[config.mk]
export PLATFORM = sky130hd
export DESIGN_NAME = bitalias_bridge
export DESIGN_NICKNAME = d
export VERILOG_FILES = /design/src/rtl/bb_pkg.sv /design/src/rtl/bb_window_decode.sv /design/src/rtl/bb_bit_merge.sv /design/src/rtl/bb_rmw_seq.sv /design/src/rtl/bitalias_bridge.sv
export SDC_FILE = /design/constraint.sdc
export NUM_CORES = 1
export LEC_CHECK = 0
export BUFFER_PORTS_ARGS = -buffer_cell sky130_fd_sc_hd__buf_4
export CAP_MARGIN = 10
export CORE_MARGIN = 8
export CORE_UTILIZATION = 55
export CTS_CLUSTER_DIAMETER = 100
export DETAILED_ROUTE_END_ITERATION = 16
export PLACE_DENSITY = 0.89
export SLEW_MARGIN = 0
export SYNTH_ARGS = -nofsm -noshare
export SYNTH_HDL_FRONTEND = slang
export SYNTH_SLANG_ARGS = --single-unit
[constraint.sdc]
create_clock -name clk -period 2.69 [get_ports clk]
set_input_delay 0.269 -clock clk [delete_from_list [all_inputs] [get_ports clk]]
set_output_delay 0.269 -clock clk [all_outputs]
set_load 0.01 [all_outputs]
[src/rtl/bb_pkg.sv]
package bb_pkg;

  localparam int BB_AW = 32;
  localparam int BB_DW = 32;

  localparam logic [1:0] SZ_BYTE = 2'd0;
  localparam logic [1:0] SZ_HALF = 2'd1;
  localparam logic [1:0] SZ_WORD = 2'd2;

  // Bits of the unit that an access of this size covers.
  function automatic logic [BB_DW-1:0] unit_mask(input logic [1:0] sz);
    case (sz)
      SZ_BYTE: unit_mask = 32'h0000_00FF;
      SZ_HALF: unit_mask = 32'h0000_FFFF;
      default: unit_mask = 32'hFFFF_FFFF;
    endcase
  endfunction

  // Bit position selected by an alias address for a given size.
  function automatic logic [4:0] bit_sel(input logic [BB_AW-1:0] a, input logic [1:0] sz);
    logic [4:0] raw;
    raw = a[6:2];
    case (sz)
      SZ_BYTE: bit_sel = {2'b00, raw[2:0]};
      SZ_HALF: bit_sel = {1'b0, raw[3:0]};
      default: bit_sel = raw;
    endcase
  endfunction

  // Align a byte address down to the natural boundary of the size.
  function automatic logic [BB_AW-1:0] align_down(input logic [BB_AW-1:0] a, input logic [1:0] sz);
    case (sz)
      SZ_BYTE: align_down = a;
      SZ_HALF: align_down = {a[BB_AW-1:1], 1'b0};
      default: align_down = {a[BB_AW-1:2], 2'b00};
    endcase
  endfunction

  // Target byte address for an alias address: offset inside the window
  // divided by 32 (one word per bit), ORed onto the region base.
  function automatic logic [BB_AW-1:0] alias_target(input logic [BB_AW-1:0] base,
                                                    input logic [BB_AW-1:0] a,
                                                    input int unsigned     win_bits);
    logic [BB_AW-1:0] off_mask;
    off_mask     = (32'h1 << win_bits) - 32'h1;
    alias_target = base | ((a & off_mask) >> 5);
  endfunction

endpackage

[src/rtl/bb_window_decode.sv]
module bb_window_decode
  import bb_pkg::*;
#(
  parameter int unsigned NUM_WIN  = 2,
  parameter int unsigned WIN_BITS = 25,
  parameter logic [NUM_WIN-1:0][BB_AW-1:0] ALIAS_BASE = {32'h4200_0000, 32'h2200_0000},
  parameter logic [NUM_WIN-1:0][BB_AW-1:0] TGT_BASE   = {32'h4000_0000, 32'h2000_0000}
) (
  input  logic [BB_AW-1:0] addr,
  input  logic [1:0]       size,
  output logic             hit,
  output logic [BB_AW-1:0] tgt_addr,
  output logic [4:0]       bit_idx
);

  localparam int unsigned TAG_LO = WIN_BITS;

  logic [NUM_WIN-1:0]            hit_vec;
  logic [NUM_WIN-1:0][BB_AW-1:0] tgt_vec;

  for (genvar w = 0; w < NUM_WIN; w++) begin : g_win
    assign hit_vec[w] = (addr[BB_AW-1:TAG_LO] == ALIAS_BASE[w][BB_AW-1:TAG_LO]);
    assign tgt_vec[w] = hit_vec[w]
                      ? align_down(alias_target(TGT_BASE[w], addr, WIN_BITS), size)
                      : '0;
  end

  always_comb begin
    tgt_addr = '0;
    for (int w = 0; w < NUM_WIN; w++) begin
      tgt_addr = tgt_addr | tgt_vec[w];
    end
  end

  assign hit     = |hit_vec;
  assign bit_idx = bit_sel(addr, size);

endmodule

[src/rtl/bb_bit_merge.sv]
module bb_bit_merge
  import bb_pkg::*;
(
  input  logic [BB_DW-1:0] unit_raw,
  input  logic [1:0]       size,
  input  logic [4:0]       bit_idx,
  input  logic             set_val,
  output logic             bit_val,
  output logic [BB_DW-1:0] unit_clean,
  output logic [BB_DW-1:0] merged
);

  logic [BB_DW-1:0] sel;

  assign unit_clean = unit_raw & unit_mask(size);
  assign sel        = {{(BB_DW-1){1'b0}}, 1'b1} << bit_idx;
  assign bit_val    = |(unit_clean & sel);
  assign merged     = set_val ? (unit_clean | sel) : (unit_clean & ~sel);

endmodule

[src/rtl/bb_rmw_seq.sv]
module bb_rmw_seq
  import bb_pkg::*;
(
  input  logic             clk,
  input  logic             rst,
  input  logic             s_req,
  input  logic             s_we,
  input  logic [1:0]       s_size,
  input  logic [BB_AW-1:0] s_addr,
  input  logic [BB_DW-1:0] s_wdata,
  input  logic             dec_hit,
  input  logic [BB_AW-1:0] dec_tgt,
  input  logic [4:0]       dec_idx,
  input  logic             m_ack,
  input  logic [BB_DW-1:0] m_rdata,
  input  logic             mrg_bit,
  input  logic [BB_DW-1:0] mrg_clean,
  input  logic [BB_DW-1:0] mrg_word,
  output logic             s_ready,
  output logic [BB_DW-1:0] s_rdata,
  output logic             m_req,
  output logic             m_we,
  output logic [1:0]       m_size,
  output logic [BB_AW-1:0] m_addr,
  output logic [BB_DW-1:0] m_wdata,
  output logic [1:0]       size_q,
  output logic [4:0]       idx_q,
  output logic             set_q,
  output logic             pass_active,
  output logic             fetch_done_rd,
  output logic             fetch_done_wr,
  output logic             store_phase,
  output logic [BB_DW-1:0] unit_q
);

  typedef enum logic [1:0] {ST_IDLE, ST_PASS, ST_FETCH, ST_STORE} seq_state_e;

  seq_state_e       state;
  logic             we_q;
  logic [BB_AW-1:0] addr_q;
  logic [BB_AW-1:0] tgt_q;
  logic [BB_DW-1:0] wdata_q;
  logic [BB_DW-1:0] wb_q;

  assign pass_active   = (state == ST_PASS);
  assign store_phase   = (state == ST_STORE);
  assign fetch_done_rd = (state == ST_FETCH) && m_ack && !we_q;
  assign fetch_done_wr = (state == ST_FETCH) && m_ack && we_q;

  always_ff @(posedge clk) begin
    if (rst) begin
      state   <= ST_IDLE;
      we_q    <= 1'b0;
      addr_q  <= '0;
      tgt_q   <= '0;
      wdata_q <= '0;
      wb_q    <= '0;
      unit_q  <= '0;
      size_q  <= SZ_BYTE;
      idx_q   <= '0;
      set_q   <= 1'b0;
    end else begin
      case (state)
        ST_IDLE: begin
          if (s_req) begin
            we_q    <= s_we;
            addr_q  <= s_addr;
            wdata_q <= s_wdata;
            size_q  <= s_size;
            tgt_q   <= dec_tgt;
            idx_q   <= dec_idx;
            set_q   <= s_wdata[0];
            state   <= dec_hit ? ST_FETCH : ST_PASS;
          end
        end
        ST_PASS: begin
          if (m_ack) state <= ST_IDLE;
        end
        ST_FETCH: begin
          if (m_ack) begin
            if (we_q) begin
              unit_q <= mrg_clean;
              wb_q   <= mrg_word;
              state  <= ST_STORE;
            end else begin
              state  <= ST_IDLE;
            end
          end
        end
        ST_STORE: begin
          if (m_ack) state <= ST_IDLE;
        end
        default: state <= ST_IDLE;
      endcase
    end
  end

  always_comb begin
    m_req   = (state != ST_IDLE);
    m_size  = size_q;
    m_addr  = pass_active ? addr_q  : tgt_q;
    m_we    = pass_active ? we_q    : store_phase;
    m_wdata = pass_active ? wdata_q : wb_q;
    s_ready = m_ack && (pass_active || store_phase || (state == ST_FETCH && !we_q));
    if (pass_active)                s_rdata = m_rdata;
    else if (state == ST_FETCH)     s_rdata = {{(BB_DW-1){1'b0}}, mrg_bit};
    else                            s_rdata = '0;
  end

endmodule

[src/rtl/bitalias_bridge.sv]
module bitalias_bridge
  import bb_pkg::*;
#(
  parameter int unsigned NUM_WIN  = 2,
  parameter int unsigned WIN_BITS = 25,
  parameter logic [NUM_WIN-1:0][31:0] ALIAS_BASE = {32'h4200_0000, 32'h2200_0000},
  parameter logic [NUM_WIN-1:0][31:0] TGT_BASE   = {32'h4000_0000, 32'h2000_0000}
) (
  input  logic        clk,
  input  logic        rst,
  input  logic        s_req,
  input  logic        s_we,
  input  logic [1:0]  s_size,
  input  logic [31:0] s_addr,
  input  logic [31:0] s_wdata,
  output logic        s_ready,
  output logic [31:0] s_rdata,
  output logic        m_req,
  output logic        m_we,
  output logic [1:0]  m_size,
  output logic [31:0] m_addr,
  output logic [31:0] m_wdata,
  input  logic        m_ack,
  input  logic [31:0] m_rdata
);

  logic             dec_hit;
  logic [BB_AW-1:0] dec_tgt;
  logic [4:0]       dec_idx;
  logic [1:0]       size_q;
  logic [4:0]       idx_q;
  logic             set_q;
  logic             mrg_bit;
  logic [BB_DW-1:0] mrg_clean;
  logic [BB_DW-1:0] mrg_word;
  logic             pass_active;
  logic             fetch_done_rd;
  logic             fetch_done_wr;
  logic             store_phase;
  logic [BB_DW-1:0] unit_q;

  bb_window_decode #(
    .NUM_WIN    (NUM_WIN),
    .WIN_BITS   (WIN_BITS),
    .ALIAS_BASE (ALIAS_BASE),
    .TGT_BASE   (TGT_BASE)
  ) u_dec (
    .addr     (s_addr),
    .size     (s_size),
    .hit      (dec_hit),
    .tgt_addr (dec_tgt),
    .bit_idx  (dec_idx)
  );

  bb_bit_merge u_mrg (
    .unit_raw   (m_rdata),
    .size       (size_q),
    .bit_idx    (idx_q),
    .set_val    (set_q),
    .bit_val    (mrg_bit),
    .unit_clean (mrg_clean),
    .merged     (mrg_word)
  );

  bb_rmw_seq u_seq (
    .clk           (clk),
    .rst           (rst),
    .s_req         (s_req),
    .s_we          (s_we),
    .s_size        (s_size),
    .s_addr        (s_addr),
    .s_wdata       (s_wdata),
    .dec_hit       (dec_hit),
    .dec_tgt       (dec_tgt),
    .dec_idx       (dec_idx),
    .m_ack         (m_ack),
    .m_rdata       (m_rdata),
    .mrg_bit       (mrg_bit),
    .mrg_clean     (mrg_clean),
    .mrg_word      (mrg_word),
    .s_ready       (s_ready),
    .s_rdata       (s_rdata),
    .m_req         (m_req),
    .m_we          (m_we),
    .m_size        (m_size),
    .m_addr        (m_addr),
    .m_wdata       (m_wdata),
    .size_q        (size_q),
    .idx_q         (idx_q),
    .set_q         (set_q),
    .pass_active   (pass_active),
    .fetch_done_rd (fetch_done_rd),
    .fetch_done_wr (fetch_done_wr),
    .store_phase   (store_phase),
    .unit_q        (unit_q)
  );

endmodule

==> results of run 1 <==
[flip-flops by register name, summed over array words and instances (netlist names)]
register and flops:
u_seq.tgt_q 22, u_seq.wb_q 32, u_seq.wdata_q 32, u_seq.we_q 1, u_seq.m_size 2, u_seq.addr_q 29, u_seq.idx_q 5, u_seq.state 2
[layout make-up]
type	instances	area, um2	area share (%)
well taps	143	179	2.10
flip-flops and latches	125	2500	29.4
clock inverters	15	149	1.75
multi-input cells	609	3510	41.3
inverters	3	11.3	0.132
repair buffers	224	1730	20.3
clock buffers	17	425	5.00
[logic make-up (layout without fill, tap and decap cells)]
group | Yosys count | count (layout) | share of synthesized area (%)
AOI/OAI and AO/OA | 184 | 184 | 17.3
xor gates and xnor gates | 1 | 1 | 0.137
buffers and inverters | 81 | 259 | 5.99
DFF | 125 | 125 | 39.3
muxes | 65 | 65 | 11.5
and+or+nand+nor | 359 | 359 | 25.9
[where the power goes]
part / internal [mW] / total, mW / switching (mW)
registers: 1.92 / 1.96 / 0.0463
clock network: 1.23 / 2.22 / 0.989
logic: 0.330 / 0.722 / 0.392
[worst max path at each step]
stage	from	endpoint	slack (ns)	cells after the start
floorplan	u_seq.idx_q[3]	s_rdata[0]	0.85	6
global placement	u_seq.idx_q[3]	s_rdata[0]	0.49	7
detailed placement	u_seq.idx_q[3]	s_rdata[0]	0.46	7
CTS	u_seq.idx_q[2]	s_rdata[0]	0.1	7
global route	u_seq.idx_q[1]	s_rdata[0]	0.06	6
finish	u_seq.idx_q[1]	s_rdata[0]	0.16	6
[placed cells by master, fill, tap and decap left out, types with 3 or more instances in the layout]
cell         n
buf_4      220
nand2_1    204
dfxtp_1    123
a21oi_1    116
mux2_2      48
and2_1      43
nor2_1      40
nand3_1     36
a211oi_1    23
a31oi_1     21
clkbuf_16   17
a311oi_1    10
mux2i_1      9
mux2_1       7
o21ai_0      5
inv_8        5
and3_1       4
nor2b_1      4
nand4b_1     4
inv_6        4
buf_12       4
nand3b_1     3
clkinv_4     3
[critical path: stages (launching register included)]
cell       delay [ns]
dfxtp_1          0.53
and3b_1          0.26
a221o_1          0.35
a32o_2           0.23
a2111oi_4        0.19
a31oi_1          0.12
buf_4            0.16
[layer usage]
metal	GRT usage [%]	up-vias	routed length (um)
met1	29.7	3008	7810
met3	7.34	48	1800
met4	10.5	0	561
li1	-	3134	-
met5	0	-	0
met2	41.9	287	9630
[metrics by stage]
step	hold WS (ns)	power (mW)
finish	0.0627	4.90
global route	0.0679	5.07
CTS	0.0472	4.92
detailed placement	0.443	2.72
global placement	0.436	2.70
floorplan	0.365	2.39
[what timing repair did]
| action | in CTS | in global routing |
|---|---|---|
| gates resized for setup | 1 | 2 |
| endpoints found under the setup margin | 1 | 1 |
| pin swaps | 0 | 0 |
| cloned | 0 | 0 |
==> results_dict.tcl, run 1 <==
set metrics [dict create \
    outcome "completed" \
    tightest_slew_ns 0.605 \
    reg2reg_depth 5 \
    hold_path.startpoint "m_ack" \
    critical_path_arrival_ns 2.26 \
    grt_overflow 0 \
    holdPathStages 2 \
    floorplan.initialDensity_pct 56.1 \
    drv.max_cap_violation_count 0 \
    max_clock_freq_ghz 0.395 \
    final.setup.tns_ns 0 \
    yosys-top-cells-area "dfxtp_1 39%, nand2_1 12%, a21oi_1 9.1%" \
    post_synth_edffs 0 \
    final_min_period_over_clock_period_pct 94.1 \
    finalHoldViolCount 0 \
    clock_path_buffers 2 \
    final_cells 1136 \
    ant_nets 0 \
    drt_first_pass_iters 5 \
    floorplan.die.height_um 124 \
    power_per_cell_area_nw_per_um2 576 \
    area.growth.synth_to_final_pct 33.6 \
    fp.dieArea_um2 15300 \
    synth-warning-count 0 \
    wire_length_of_the_first_global_routing_pass_mm 30.8 \
    grt_antenna_before_repair 0 \
    post_drt_via_cell_ratio 5.70 \
    num-nets-final 1083 \
    timing.reg2reg.setup_slack_ns 0.78 \
    crit_path_max_fanout 10 \
    fillerInstances 838 \
    die_width_um 124 \
    synth_area_leader_cell "dfxtp_1" \
    slew_headroom_pct 59.5 \
    remaining_drc_errors 0 \
    cp-end-kind "output port" \
    cts.root.buffer_cell "clkbuf_16" \
    fin_area_um2 8520 \
    final_standard_cell_utilization_of_the_core_pct 74.9 \
    synthesis.area_um2 6370 \
    synth_top_area_share_pct 39.3 \
    dr.first_iter.drc_count 484 \
    mappedNetlistNets 918 \
    globalplace.congestion 0.879 \
    worst_ir_drop_vdd_uv 614 \
    synth.yosys.seq_area_share_pct 39.3 \
    final-setup-viol-count 0 \
    numCtsBuffers 17 \
    synthMostInstantiatedCell "nand2_1" \
    post_synth_num_cell_types 46 \
    drive_above_1_share_pct 32.2 \
    first_global_vias 6176 \
    placed_cells 1104 \
    cts_hold_buf 0 \
    route.detailed.wl_per_inst_um 17.4 \
    synth_seq_cells 125 \
    grt_start_max_net_pins 72 \
    clock_sink_count 125 \
    num_antenna_cells 0 \
    hold_class "in -> reg" \
    p_leak_nw 3.57 \
    dr_total_vias 6477 \
    core_area_um2 11400 \
    grt_setup_unrepaired "false" \
    async_reset_ff_share_pct 0 \
    fin_crit_ns 2.53 \
    hpwl_mm 13.8 \
    dp_slack_ns 0.459 \
    wl_final_mm 19.8 \
    clkSlewWorstSetupHoldPaths_ns 0.06 \
    place.port_buffers 203 \
    crit_required_ns 2.42 \
    synth_top_flop_cell "dfxtp_1" \
    syn-instance-count 815 \
    drv_slew 0 \
    critical_path_class "reg -> out" \
    worstSetupStartpointType "flip-flop" \
    post_synth_most_frequent_cells "204 x nand2_1, 125 x dfxtp_1, 116 x a21oi_1" \
    io_pins 204 \
    grt.total_usage_pct 25.2 \
    worstSkewPairLatency_ns 0.42 \
    clock_skew_ns 0.0111 \
    cts_setup_buffers 0 \
    rr_endpoint "u_seq.wdata_q[10]" \
    cts_tree "done" \
    min_to "u_seq.state[0]" \
    clock_tree.htree_level_count 4 \
    r2r-start "u_seq.state[1]" \
    postLayoutSetupSlackWorst_ns 0.158 \
    placementRows 39 \
    post_synth.cell_area_avg_um2 7.82 \
    post_dp_cell_area_um2 7940 \
]
(Power assumes the default switching activity.)
==> run 2, diff against run 1 <==
--- a/config.mk
+++ b/config.mk
@@ -8,10 +8,11 @@
 export BUFFER_PORTS_ARGS = -buffer_cell sky130_fd_sc_hd__buf_4
 export CAP_MARGIN = 10
 export CORE_MARGIN = 8
-export CORE_UTILIZATION = 55
+export CORE_UTILIZATION = 57
+export CTS_BUF_LIST = sky130_fd_sc_hd__clkbuf_8
 export CTS_CLUSTER_DIAMETER = 100
 export DETAILED_ROUTE_END_ITERATION = 16
-export PLACE_DENSITY = 0.89
+export PLACE_DENSITY = 0.92
 export SLEW_MARGIN = 0
 export SYNTH_ARGS = -nofsm -noshare
 export SYNTH_HDL_FRONTEND = slang
==> results_dict.tcl, run 2 (same netlist as run 1, synthesis figures left out) <==
set metrics [dict create \
    outcome "completed" \
    drt_first_pass_iters 6 \
    clkSlewWorstSetupHoldPaths_ns 0.08 \
    floorplan.die.height_um 122 \
    worst_ir_drop_vdd_uv 408 \
    post_drt_via_cell_ratio 5.70 \
    hpwl_mm 14.0 \
    p_leak_nw 3.51 \
    rr_endpoint "u_seq.wb_q[20]" \
    fillerInstances 803 \
    final-setup-viol-count 0 \
    clock_skew_ns 0.0120 \
    die_width_um 122 \
    hold_class "in -> reg" \
    critical_path_arrival_ns 2.31 \
    max_clock_freq_ghz 0.388 \
    route.detailed.wl_per_inst_um 17.3 \
    r2r-start "u_seq.idx_q[2]" \
    placementRows 38 \
    first_global_vias 6297 \
    timing.reg2reg.setup_slack_ns 0.69 \
    layout.cells.most_common "buf_4" \
    placed_cells 1104 \
    floorplan.initialDensity_pct 58.5 \
    wire_length_of_the_first_global_routing_pass_mm 31.3 \
    dr.first_iter.drc_count 526 \
    grt.total_usage_pct 26.0 \
    total_power_of_the_final_layout_mw 4.41 \
    final_min_period_over_clock_period_pct 95.7 \
    cts_setup_buffers 0 \
    wl_final_mm 19.6 \
    final.setup.tns_ns 0 \
    grt_start_max_net_pins 56 \
    drive_above_1_share_pct 32.1 \
    core_area_um2 10900 \
    fp.dieArea_um2 14800 \
    min_to "u_seq.state[0]" \
    area.growth.synth_to_final_pct 31.1 \
    top_library_cells_by_usage_in_the_layout_fill_and_taps_aside "224 x buf_4, 204 x nand2_1, 125 x dfxtp_1" \
    multi_input_area_um2 3510 \
    tightest_slew_ns 0.623 \
    num_antenna_cells 0 \
    globalplace.congestion 0.917 \
    crit_required_ns 2.42 \
    dr_total_vias 6472 \
    post_dp_cell_area_um2 7940 \
    crit_path_max_fanout 18 \
    clock_tree.htree_level_count 4 \
    grt_antenna_before_repair 0 \
    reg2reg_depth 5 \
    cts_hold_buf 0 \
    clock_sink_count 125 \
    clock_path_buffers 2 \
    remaining_drc_errors 0 \
    grt_overflow 0 \
    largest_registers "u_seq.wb_q (32), u_seq.wdata_q (32), u_seq.addr_q (29)" \
    holdPathStages 2 \
    drv.max_cap_violation_count 0 \
    hold_path.startpoint "m_ack" \
    drv_slew 0 \
    cts.root.buffer_cell "clkbuf_8" \
    cp-end-kind "output port" \
    critical_path_class "reg -> out" \
    io_pins 204 \
    slew_headroom_pct 58.3 \
    grt_setup_unrepaired "false" \
    cts_tree "done" \
    finalHoldViolCount 0 \
    ff_latch_area_um2 2500 \
    place.port_buffers 203 \
    fin_crit_ns 2.57 \
    postCtsResizedCells 0 \
    ant_nets 0 \
    final_cells 1136 \
    power_per_cell_area_nw_per_um2 528 \
    worstSetupStartpointType "flip-flop" \
    numCtsBuffers 17 \
    worstSkewPairLatency_ns 0.44 \
    num-nets-final 1086 \
    fin_worst_hold_slack_ns 0.0439 \
    fin_area_um2 8360 \
]
==> run 2: critical path, stage by stage (launching register included) <==
cell,delay (ns)
dfxtp_1,0.40
buf_4,0.24
and3b_1,0.19
a211o_1,0.30
a32o_2,0.28
a2111oi_4,0.19
a31oi_1,0.12
buf_4,0.16
==> run 2: final cells by class <==
cell class,count,area share [%]
multi-input combinational,609,42.0
sequential,125,29.9
timing repair buffer,227,20.8
clock buffer,17,2.80
clock inverter,15,2.13
tap,140,2.10
inverter,3,0.135
==> run 2: worst max path at each step <==
stage | cells past startpoint | start | end
floorplan | 6 | u_seq.idx_q[3] | s_rdata[0]
global placement | 7 | u_seq.idx_q[3] | s_rdata[0]
detailed placement | 7 | u_seq.idx_q[3] | s_rdata[0]
CTS | 7 | u_seq.idx_q[3] | s_rdata[0]
global route | 7 | u_seq.idx_q[2] | s_rdata[0]
finish | 7 | u_seq.idx_q[3] | s_rdata[0]
==> run 2: per-stage QoR <==
| step | util, % | setup WS (ns) |
|---|---|---|
| floorplan | - | 0.847 |
| global placement | 73.0 | 0.624 |
| detailed placement | 73.0 | 0.595 |
| CTS | 76.7 | 0.122 |
| global route | 76.7 | 0.0152 |
| finish | 76.7 | 0.115 |
==> run 2: metal layers <==
layer | GRT usage, % | share of wire, %
met4 | 9.87 | 2.6
met2 | 44.3 | 50
met3 | 7.54 | 9.2
met5 | 0 | 0
met1 | 30.4 | 39
==> run 2: where the power goes <==
part / switching (mW) / internal [mW] / total, mW
Clock: 0.866 / 0.862 / 1.73
Sequential: 0.0450 / 1.91 / 1.96
Combinational: 0.396 / 0.332 / 0.728
Total: 1.31 / 3.11 / 4.41
==> run 3, diff against run 2 <==
--- a/config.mk
+++ b/config.mk
@@ -12,6 +12,7 @@
 export CTS_BUF_LIST = sky130_fd_sc_hd__clkbuf_8
 export CTS_CLUSTER_DIAMETER = 100
 export DETAILED_ROUTE_END_ITERATION = 16
+export HOLD_SLACK_MARGIN = 0.15
 export PLACE_DENSITY = 0.92
 export SLEW_MARGIN = 0
 export SYNTH_ARGS = -nofsm -noshare
==> results_dict.tcl, run 3 (same netlist as run 1, synthesis figures left out) <==
set metrics [dict create \
    rr_endpoint "u_seq.wb_q[20]" \
    floorplan.die.height_um 122 \
    first_global_vias 7107 \
    grt_setup_unrepaired "false" \
    outcome "completed" \
    globalplace.congestion 0.917 \
    critical_path_class "reg -> out" \
    cpMostUsedCell "buf_4" \
    clkSlewWorstSetupHoldPaths_ns 0.08 \
    clock_path_buffers 2 \
    clock_skew_ns 0.0108 \
    num_antenna_cells 0 \
    grt_overflow 0 \
    postCtsResizedCells 0 \
    die_width_um 122 \
    postLayoutSetupSlackWorst_ns 0.126 \
    power_per_cell_area_nw_per_um2 500 \
    critPathTopFamily "compound AO/OA/AOI/OAI gates" \
    core_area_um2 10900 \
    crit_required_ns 2.42 \
    floorplan.initialDensity_pct 58.5 \
    final-setup-viol-count 0 \
    grt.total_usage_pct 30.5 \
    largest_registers "u_seq.wb_q (32), u_seq.wdata_q (32), u_seq.addr_q (29)" \
    grt_antenna_before_repair 0 \
    worst_ir_drop_vdd_uv 378 \
    place.port_buffers 203 \
    remaining_drc_errors 0 \
    clock_sink_count 125 \
    drv_slew 0 \
    critical-path-max-stage-delay_ns 0.40 \
    wire_length_of_the_first_global_routing_pass_mm 36.7 \
    reg2reg_depth 5 \
    top_library_cells_by_usage_in_the_layout_fill_and_taps_aside "224 x buf_4, 204 x nand2_1, 125 x dfxtp_1" \
    hold_path.startpoint "m_rdata[11]" \
    worstSetupStartpointType "flip-flop" \
    holdPathStages 3 \
    drv.max_cap_violation_count 0 \
    cts_hold_buf 76 \
    timing.reg2reg.setup_slack_ns 0.72 \
    min_to "u_seq.wb_q[11]" \
    final_min_period_over_clock_period_pct 95.3 \
    tightest_slew_ns 0.606 \
    drive_above_1_share_pct 29.9 \
    r2r-start "u_seq.idx_q[2]" \
    crit_path_top_delay_cell "dfxtp_1" \
    drt_first_pass_iters 5 \
    post_drt_via_cell_ratio 5.89 \
    critical_path_arrival_ns 2.29 \
    dp_slack_ns 0.595 \
    p_leak_nw 3.83 \
    fp.dieArea_um2 14800 \
    ant_nets 0 \
    max_clock_freq_ghz 0.390 \
    cts_tree "done" \
    area.growth.synth_to_final_pct 43.0 \
    fillerInstances 612 \
    finalHoldViolCount 0 \
    route.detailed.wl_per_inst_um 19.1 \
    num-nets-final 1162 \
    fin_crit_ns 2.56 \
    fin_worst_hold_slack_ns 0.189 \
    cts.root.buffer_cell "clkbuf_8" \
    layout.cells.most_common "buf_4" \
    wl_final_mm 23.2 \
    dr_total_vias 7133 \
    grt_start_max_net_pins 56 \
    hold_class "in -> reg" \
    clock_tree.htree_level_count 4 \
    cp_cell_sequence "buf_4, and3b_1, a211o_1, a32o_2, a2111oi_4, a31oi_1, buf_4" \
    numCtsBuffers 17 \
    cp-end-kind "output port" \
    dr.first_iter.drc_count 694 \
    total_power_of_the_final_layout_mw 4.55 \
    slew_headroom_pct 59.4 \
    cts_setup_buffers 0 \
    cp.buffers_inverters 2 \
    worstSkewPairLatency_ns 0.45 \
    io_pins 204 \
    placementRows 38 \
    crit_path_max_fanout 18 \
    final.setup.tns_ns 0 \
    hpwl_mm 14.0 \
]
-- run 3: worst max-delay path by stage --
stage / from / to / slack [ns] / cells after the start
floorplan: u_seq.idx_q[3] / s_rdata[0] / 0.85 / 6
global route: u_seq.idx_q[2] / s_rdata[0] / 0.02 / 7
detailed placement: u_seq.idx_q[3] / s_rdata[0] / 0.60 / 7
finish: u_seq.idx_q[3] / s_rdata[0] / 0.13 / 7
global placement: u_seq.idx_q[3] / s_rdata[0] / 0.62 / 7
CTS: u_seq.idx_q[3] / s_rdata[0] / 0.12 / 7
-- run 3: layout make-up --
type | count | area [um2] | share of cell area (%)
repair buffers | 303 | 2500 | 27.4
inverters | 3 | 11.3 | 0.124
multi-input cells | 609 | 3510 | 38.5
well taps | 140 | 175 | 1.92
flip-flops and latches | 125 | 2500 | 27.4
clock buffers | 17 | 234 | 2.57
clock inverters | 15 | 178 | 1.95
-- run 3: power breakdown --
part	internal [mW]	switching (mW)	leakage [nW]	total, mW
registers	1.91	0.0492	1.02	1.96
logic	0.405	0.440	2.61	0.845
clock network	0.862	0.885	0.206	1.75
-- run 3: tightest hold or removal path, cell delays in order --
cell      delay (ns)
buf_4           0.13
nand3_1         0.07
a311oi_1        0.11
-- run 3: metal layers --
metal,wire [um],global-route usage (%),vias up
li1,-,-,3300
met1,8510,34.3,3294
met2,11700,53.4,448
met3,2130,8.24,91
met4,837,12.6,0
met5,0,0,-
-- run 3: through the flow --
step | utilization [%] | cells | cell area [um2]
finish | 83.7 | 1212 | 9120
global route | 83.7 | 1212 | 9120
CTS | 83.7 | 1212 | 9120
detailed placement | 73.0 | 1104 | 7940
global placement | 73.0 | 1104 | 7940
floorplan | - | 815 | 6370
